File: config.mk
export PLATFORM = sky130hd
export DESIGN_NAME = grp_irq_expander
export DESIGN_NICKNAME = d
export VERILOG_FILES = /design/src/rtl/gie_pkg.sv /design/src/rtl/gie_prio.sv /design/src/rtl/gie_group.sv /design/src/rtl/gie_ctx_seq.sv /design/src/rtl/grp_irq_expander.sv
export SDC_FILE = /design/constraint.sdc
export NUM_CORES = 1
export LEC_CHECK = 0
export ABC_AREA = 1
export CORE_ASPECT_RATIO = 0.7
export CORE_MARGIN = 2
export CORE_UTILIZATION = 55
export CTS_BUF_LIST = sky130_fd_sc_hd__clkbuf_16
export CTS_CLUSTER_DIAMETER = 30
export DETAILED_ROUTE_END_ITERATION = 12
export PLACE_DENSITY = 0.9
export SKIP_LAST_GASP = 1
export SYNTH_ARGS = -nofsm -noshare
export SYNTH_HDL_FRONTEND = slang
export SYNTH_SLANG_ARGS = --single-unit
export TNS_END_PERCENT = 1
File: constraint.sdc
create_clock -name clk -period 2.5 [get_ports clk]
set_input_delay 0.5 -clock clk [delete_from_list [all_inputs] [get_ports clk]]
set_output_delay 0.5 -clock clk [all_outputs]
set_load 0.02 [all_outputs]
File: src/rtl/gie_pkg.sv
package gie_pkg;
  typedef enum logic [2:0] {
    WK_SRC_EN        = 3'd0,
    WK_GRP_ACK_CLR   = 3'd1,
    WK_LINE_EN       = 3'd2,
    WK_LINE_FLAG_CLR = 3'd3,
    WK_CTRL          = 3'd4,
    WK_SRC_FLAG_CLR  = 3'd5
  } wr_kind_e;

  typedef enum logic [2:0] {
    PAIR_STAT_TMP  = 3'd0,
    PAIR_ACC       = 3'd1,
    PAIR_PROD      = 3'd2,
    PAIR_PTR01     = 3'd3,
    PAIR_STAT_PAGE = 3'd4,
    PAIR_IEN_DBG   = 3'd5,
    PAIR_PC        = 3'd6
  } ctx_pair_e;

  localparam int unsigned CTX_STEPS = 7;
endpackage

File: src/rtl/gie_prio.sv
module gie_prio #(
  parameter int unsigned N = 8,
  parameter int unsigned W = (N > 1) ? $clog2(N) : 1
) (
  input  logic [N-1:0] vec,
  output logic         any,
  output logic [W-1:0] idx
);
  always_comb begin
    any = |vec;
    idx = '0;
    for (int k = N - 1; k >= 0; k--) begin
      if (vec[k]) idx = W'(k);
    end
  end
endmodule

File: src/rtl/gie_group.sv
module gie_group #(
  parameter int unsigned SRC_N = 8,
  parameter int unsigned IDX_W = $clog2(SRC_N)
) (
  input  logic             clk,
  input  logic             rst_n,
  input  logic [SRC_N-1:0] req,
  input  logic             en_we,
  input  logic [SRC_N-1:0] en_wdata,
  input  logic             fclr_we,
  input  logic [SRC_N-1:0] fclr_mask,
  input  logic             ack_clr,
  input  logic             take,
  input  logic [IDX_W-1:0] take_idx,
  output logic             pend,
  output logic [IDX_W-1:0] win_idx,
  output logic             ack_o
);
  logic [SRC_N-1:0] flag_q, en_q, clr, live;
  logic             ack_q, live_any;

  always_comb begin
    clr = fclr_we ? fclr_mask : '0;
    if (take) clr[take_idx] = 1'b1;
  end

  always_ff @(posedge clk or negedge rst_n) begin
    if (!rst_n) begin
      flag_q <= '0;
      en_q   <= '0;
      ack_q  <= 1'b0;
    end else begin
      flag_q <= (flag_q & ~clr) | req;
      if (en_we) en_q <= en_wdata;
      if (take) ack_q <= 1'b1;
      else if (ack_clr) ack_q <= 1'b0;
    end
  end

  assign live = flag_q & en_q;

  gie_prio #(.N(SRC_N), .W(IDX_W)) u_src_prio (
    .vec(live), .any(live_any), .idx(win_idx)
  );

  assign pend  = live_any & ~ack_q;
  assign ack_o = ack_q;

  AST_TAKE_CLEARS_SRC: assert property (@(posedge clk) disable iff (!rst_n)
    take && !req[take_idx] |=> !flag_q[$past(take_idx)]);
  AST_SET_WINS: assert property (@(posedge clk) disable iff (!rst_n)
    take && req[take_idx] |=> flag_q[$past(take_idx)]);
  AST_TAKE_SETS_ACK: assert property (@(posedge clk) disable iff (!rst_n)
    take |=> ack_q && !pend);
endmodule

File: src/rtl/gie_ctx_seq.sv
module gie_ctx_seq #(
  parameter int unsigned STEPS = 7,
  parameter int unsigned SEL_W = $clog2(STEPS)
) (
  input  logic             clk,
  input  logic             rst_n,
  input  logic             start,
  input  logic             ready,
  output logic             valid,
  output logic [SEL_W-1:0] sel
);
  localparam logic [SEL_W-1:0] LAST = SEL_W'(STEPS - 1);
  logic             busy_q;
  logic [SEL_W-1:0] step_q;

  always_ff @(posedge clk or negedge rst_n) begin
    if (!rst_n) begin
      busy_q <= 1'b0;
      step_q <= '0;
    end else if (start) begin
      busy_q <= 1'b1;
      step_q <= '0;
    end else if (busy_q && ready) begin
      if (step_q == LAST) busy_q <= 1'b0;
      else step_q <= step_q + 1'b1;
    end
  end

  assign valid = busy_q;
  assign sel   = step_q;

  AST_CTX_HOLD: assert property (@(posedge clk) disable iff (!rst_n)
    valid && !ready |=> valid && $stable(sel));
  AST_CTX_ORDER: assert property (@(posedge clk) disable iff (!rst_n)
    valid && ready && sel != LAST |=> valid && sel == $past(sel) + 1'b1);
  AST_CTX_START: assert property (@(posedge clk) disable iff (!rst_n)
    start |=> valid && sel == '0);
endmodule

File: src/rtl/grp_irq_expander.sv
module grp_irq_expander #(
  parameter int unsigned GROUPS    = 12,
  parameter int unsigned PER_GRP   = 8,
  parameter int unsigned ADDR_W    = 22,
  parameter logic [21:0] SRC_BASE  = 22'h000D00,
  parameter logic [21:0] LINE_BASE = 22'h3FFFC0
) (
  input  logic                          clk,
  input  logic                          rst_n,
  input  logic [GROUPS*PER_GRP-1:0]     irq_req,
  input  logic                          wr_en,
  input  logic [2:0]                    wr_kind,
  input  logic [$clog2(GROUPS)-1:0]     wr_grp,
  input  logic [GROUPS-1:0]             wr_data,
  input  logic                          cpu_ack,
  output logic                          cpu_irq,
  output logic                          vec_valid,
  output logic [ADDR_W-1:0]             vec_addr,
  output logic                          ctx_valid,
  input  logic                          ctx_ready,
  output logic [$clog2(gie_pkg::CTX_STEPS)-1:0] ctx_sel
);
  import gie_pkg::*;

  localparam int unsigned GRP_W = $clog2(GROUPS);
  localparam int unsigned IDX_W = $clog2(PER_GRP);
  localparam int unsigned SEL_W = $clog2(CTX_STEPS);
  localparam logic [ADDR_W-1:0] PER_GRP_A = ADDR_W'(PER_GRP);

  wr_kind_e          kind;
  logic [GROUPS-1:0] line_flag_q, line_en_q, line_clr, pend_vec, grp_ack, eligible;
  logic              gmask_q, pie_en_q, line_any, take, busy;
  logic [GRP_W-1:0]  line_sel;
  logic [IDX_W-1:0]  grp_win [GROUPS];
  logic [IDX_W-1:0]  sel_idx;
  logic [ADDR_W-1:0] vec_q;

  assign kind = wr_kind_e'(wr_kind);

  for (genvar g = 0; g < GROUPS; g++) begin : g_grp
    gie_group #(.SRC_N(PER_GRP), .IDX_W(IDX_W)) u_grp (
      .clk       (clk),
      .rst_n     (rst_n),
      .req       (irq_req[g*PER_GRP +: PER_GRP]),
      .en_we     (wr_en && kind == WK_SRC_EN && wr_grp == GRP_W'(g)),
      .en_wdata  (wr_data[PER_GRP-1:0]),
      .fclr_we   (wr_en && kind == WK_SRC_FLAG_CLR && wr_grp == GRP_W'(g)),
      .fclr_mask (wr_data[PER_GRP-1:0]),
      .ack_clr   (wr_en && kind == WK_GRP_ACK_CLR && wr_data[g]),
      .take      (take && pie_en_q && line_sel == GRP_W'(g)),
      .take_idx  (grp_win[g]),
      .pend      (pend_vec[g]),
      .win_idx   (grp_win[g]),
      .ack_o     (grp_ack[g])
    );
  end

  assign eligible = line_flag_q & line_en_q;

  gie_prio #(.N(GROUPS), .W(GRP_W)) u_line_prio (
    .vec(eligible), .any(line_any), .idx(line_sel)
  );

  assign sel_idx = grp_win[line_sel];
  assign cpu_irq = line_any & ~gmask_q & ~busy;
  assign take    = cpu_irq & cpu_ack;

  always_comb begin
    line_clr = (wr_en && kind == WK_LINE_FLAG_CLR) ? wr_data : '0;
    if (take) line_clr[line_sel] = 1'b1;
  end

  always_ff @(posedge clk or negedge rst_n) begin
    if (!rst_n) begin
      line_flag_q <= '0;
      line_en_q   <= '0;
      gmask_q     <= 1'b1;
      pie_en_q    <= 1'b0;
      vec_q       <= '0;
    end else begin
      line_flag_q <= (line_flag_q | pend_vec) & ~line_clr;
      if (wr_en && kind == WK_LINE_EN) line_en_q <= wr_data;
      if (wr_en && kind == WK_CTRL) pie_en_q <= wr_data[0];
      if (take) gmask_q <= 1'b1;
      else if (wr_en && kind == WK_CTRL) gmask_q <= wr_data[1];
      if (take) begin
        if (pie_en_q)
          vec_q <= SRC_BASE + ((ADDR_W'(line_sel) * PER_GRP_A + ADDR_W'(sel_idx)) << 1);
        else
          vec_q <= LINE_BASE + ((ADDR_W'(line_sel) + 1'b1) << 1);
      end
    end
  end

  gie_ctx_seq #(.STEPS(CTX_STEPS), .SEL_W(SEL_W)) u_ctx (
    .clk(clk), .rst_n(rst_n), .start(take), .ready(ctx_ready),
    .valid(busy), .sel(ctx_sel)
  );

  assign ctx_valid = busy;
  assign vec_valid = busy;
  assign vec_addr  = vec_q;

  AST_TAKE_MASKS: assert property (@(posedge clk) disable iff (!rst_n)
    take |=> gmask_q && !cpu_irq);
  AST_TAKE_ACKS_GRP: assert property (@(posedge clk) disable iff (!rst_n)
    take && pie_en_q |=> grp_ack[$past(line_sel)]);
  AST_LINE_CLR: assert property (@(posedge clk) disable iff (!rst_n)
    take |=> !line_flag_q[$past(line_sel)]);
  AST_VEC_HOLD: assert property (@(posedge clk) disable iff (!rst_n)
    vec_valid && $past(vec_valid) |-> $stable(vec_addr));
endmodule

==> results.json <==
{
  "busiest_layer": "met2",
  "timing.final.crit_share": 0.9586,
  "cp-start-kind": "register",
  "dieWidth_um": 183.1,
  "clk_latency_ns": 0.52,
  "place_congestion": 1.025,
  "fmax_mhz": 417.3,
  "grt_first_pass_wirelength_mm": 61.65,
  "die_h_um": 129.4,
  "synth-compound-area-share": 0.1630,
  "antenna_left": 0,
  "slew_headroom": 0.5038,
  "violations": "negative hold slack",
  "first_global_vias": 11930,
  "yosysWarningCount": 0,
  "synth_xor_area_frac": 0.0007089,
  "ir_drop_v": 0.0005643,
  "path_clk_slew_ns": 0.05,
  "area_delta_synth_final_pct": 27.79,
  "synth_seq_cells": 243,
  "status": "finished with violations",
  "dp_hpwl_mm": 27.19,
  "yosys.area_share.adder": 0.006076,
  "synth.distinct_cells": 47,
  "coreArea_mm2": 0.02185,
  "met3_usage": 0.08263,
  "hold_path.class": "input pin to asynchronous set/reset pin",
  "ioPinCount": 148,
  "ctsHtreeMaxLevel": 2,
  "finalClockSkew_ns": 0.01844,
  "muxShareOfSynthArea": 0,
  "drv_cap": 0,
  "wire_per_inst_um": 19.18,
  "synth_top_family_by_area": "simple AND/OR/NAND/NOR gates",
  "grt_usage": 0.3338,
  "tritoncts": "done",
  "holdWs_ns": -0.03015,
  "antenna_found_initial": 1,
  "p_per_area_mw_per_mm2": 863.2,
  "start_util": 0.5656,
  "ctsRootBufferMaster": "clkbuf_16",
  "synth_area_mm2": 0.01236,
  "syn_nets": 1680,
  "grt.met1_usage": 0.4618,
  "synth.avg_cell_area_um2": 7.951,
  "final_nets": 1867,
  "routed_wl_mm": 39.38,
  "cts_hold_buffers": 0,
  "met2_usage": 0.5156,
  "finalSetupViolations": 0,
  "p_leak_nw": 7.290,
  "antenna_cells": 0,
  "drc_errors": 0,
  "vias": 12350,
  "hold_viol": 9,
  "cp_max_fo": 3,
  "cts_buffer_depth": 3,
  "grt-ovfl-total": 0,
  "num_rows": 45,
  "vias_per_cell": 6.017,
  "worst_ep_arrival_time_ns": 1.90,
  "die_area_mm2": 0.02370,
  "slew_viol_final": 0,
  "tightest_slew_ns": 0.7442,
  "min_period_ns": 2.396,
  "worstSetupPathType": "register to output pin",
  "drt_iter0_drc": 1701,
  "placedCellCount": 1980,
  "synthSimpleGateAreaFrac": 0.2852,
  "clock_sinks": 243,
  "synth_cells": 1554,
  "fin_cells": 2053,
  "first_pass_iters": 8,
  "crit_path_end_kind": "output pin",
  "synth-seq-area-share": 0.4923,
  "io_buffers": 146,
  "drive_gt1_frac": 0.1220,
  "required_ns": 2.00,
  "grt_max_degree": 87,
  "cts_buffers": 40
}
[sequential cells by signal, summed over array words and instances, names as in the netlist]
| name | flops |
|---|---|
| pie_en_q | 1 |
| g_grp.u_grp.en_q | 96 |
| u_ctx.valid | 1 |
| u_ctx.sel | 3 |
| line_en_q | 12 |
| vec_addr | 9 |
| g_grp.u_grp.ack_o | 12 |
| g_grp.u_grp.flag_q | 96 |
| gmask_q | 1 |
| line_flag_q | 12 |
[through the flow]
step	worst slack (ns)	TNS [ns]	instance area, µm²	power (mW)	utilization
detailed placement	0.1001	0	14370	8.089	0.6580
floorplan	0.3391	0	12360	6.817	-
CTS	0.1160	0	15690	13.49	0.7182
finish	0.1035	0	15790	13.63	0.7227
global route	-0.05205	-0.1095	15790	14.20	0.7227
global placement	0.2121	0	14370	7.970	0.6580
[worst max-delay path: stages, from the launching register on]
cell and delay [ns]:
dfrtp_1 0.40, nand2_1 0.14, nand2_1 0.13, nor2_4 0.14, nand3_2 0.11, nand2_1 0.09
inv_2 0.06, dlygate4sd2_1 0.32
[routing by layer]
metal,share of wire,routed length [µm]
met5,0,0
met2,0.44,17180
met4,0.039,1530
met1,0.39,15460
met3,0.13,5212
[cell type report]
| type | count | area [µm²] |
|---|---|---|
| clock buffer | 41 | 1026 |
| clock inverter | 31 | 291.5 |
| fill | 1532 | 6057 |
| inverter | 87 | 329.1 |
| multi-input combinational | 1163 | 5717 |
| sequential | 243 | 6082 |
| tap | 282 | 352.8 |
| timing repair buffer | 206 | 1991 |
[cells in the final DEF (no fill, tap or decap), types with 4 or more instances in the layout]
cell type        instances
nor3_2                   7
a21oi_1                 27
clkinvlp_4               7
o21ai_1                  4
buf_4                   54
nand3_1                 67
a31o_2                  15
inv_1                   73
clkinv_1                 8
nor2_2                   7
nor3_1                  14
nor2_1                 142
dfrtp_1                242
nor2_4                   9
nand2_4                  4
o22ai_1                 11
clkdlybuf4s50_1        144
nand2_2                 17
o21ai_0                181
nand4_1                 34
nand3_2                  4
a31oi_1                  7
buf_12                   6
nand2_1                506
inv_2                   14
o21bai_1                64
bufinv_16                4
a31o_1                  15
clkbuf_16               41
inv_6                    5
[path summary, 6_finish.rpt]
| kind | cells after the start | start | to | slack (ns) |
|---|---|---|---|---|
| worst max-delay path | 7 | line_flag_q[5] | cpu_irq | 0.10 |
| max in group asynchronous | 2 | rst_n | line_en_q[9] | 1.77 |
| min in group clk | 2 | g_grp[4].u_grp.en_q[5] | g_grp[4].u_grp.en_q[5] | 0.49 |
| worst max register to register | 13 | line_en_q[11] | g_grp[3].u_grp.flag_q[2] | 0.11 |
| worst min-delay path | 1 | rst_n | g_grp[4].u_grp.en_q[6] | -0.03 |
| worst min register to register | 2 | g_grp[4].u_grp.en_q[5] | g_grp[4].u_grp.en_q[5] | 0.49 |
[cell families after synthesis]
logic type,count (synthesis)
other cells,1
simple gates,819
compound gates,336
buf+inv,148
flops,243
fa+ha+maj,6
xor+xnor,1
[what timing repair did]
action	CTS	global route
setup endpoints to repair	1	33
resized for setup	1	20
setup buffers	0	1
pin swaps	0	1
[where the power goes]
part | internal (mW) | total [mW] | switching (mW) | leakage (nW)
Sequential | 4.29 | 4.57 | 0.283 | 2.75
Combinational | 1.34 | 3.65 | 2.31 | 3.91
Clock | 3.42 | 5.40 | 1.99 | 0.627
Total | 9.05 | 13.6 | 4.58 | 7.29
[cells in the mapped netlist (all sizes together)]
cell / count / area, µm²
ha: 6 / 75.07
o21bai: 64 / 480.5
nand3: 72 / 385.4
a2bb2oi: 2 / 17.52
conb: 1 / 3.750
nor4: 1 / 12.51
o211ai: 1 / 7.510
a31o: 30 / 262.8
a31oi: 7 / 43.79
buf: 26 / 187.7
o311ai: 2 / 17.52
inv: 87 / 329.1
o21a: 1 / 7.510
nand2: 529 / 2069
o22ai: 11 / 68.82
nand4: 35 / 225.2
nor2: 159 / 678.2
o21ai: 185 / 925.9
or2: 2 / 12.52
nor3: 21 / 140.1
dfstp: 1 / 26.28
a21boi: 3 / 22.52
xnor2: 1 / 8.760
dfrtp: 242 / 6056
clkbuf: 35 / 131.4
a21oi: 28 / 143.9
a32oi: 1 / 8.760
o31ai: 1 / 7.510
No activity file was read; power rests on OpenSTA's default activity.
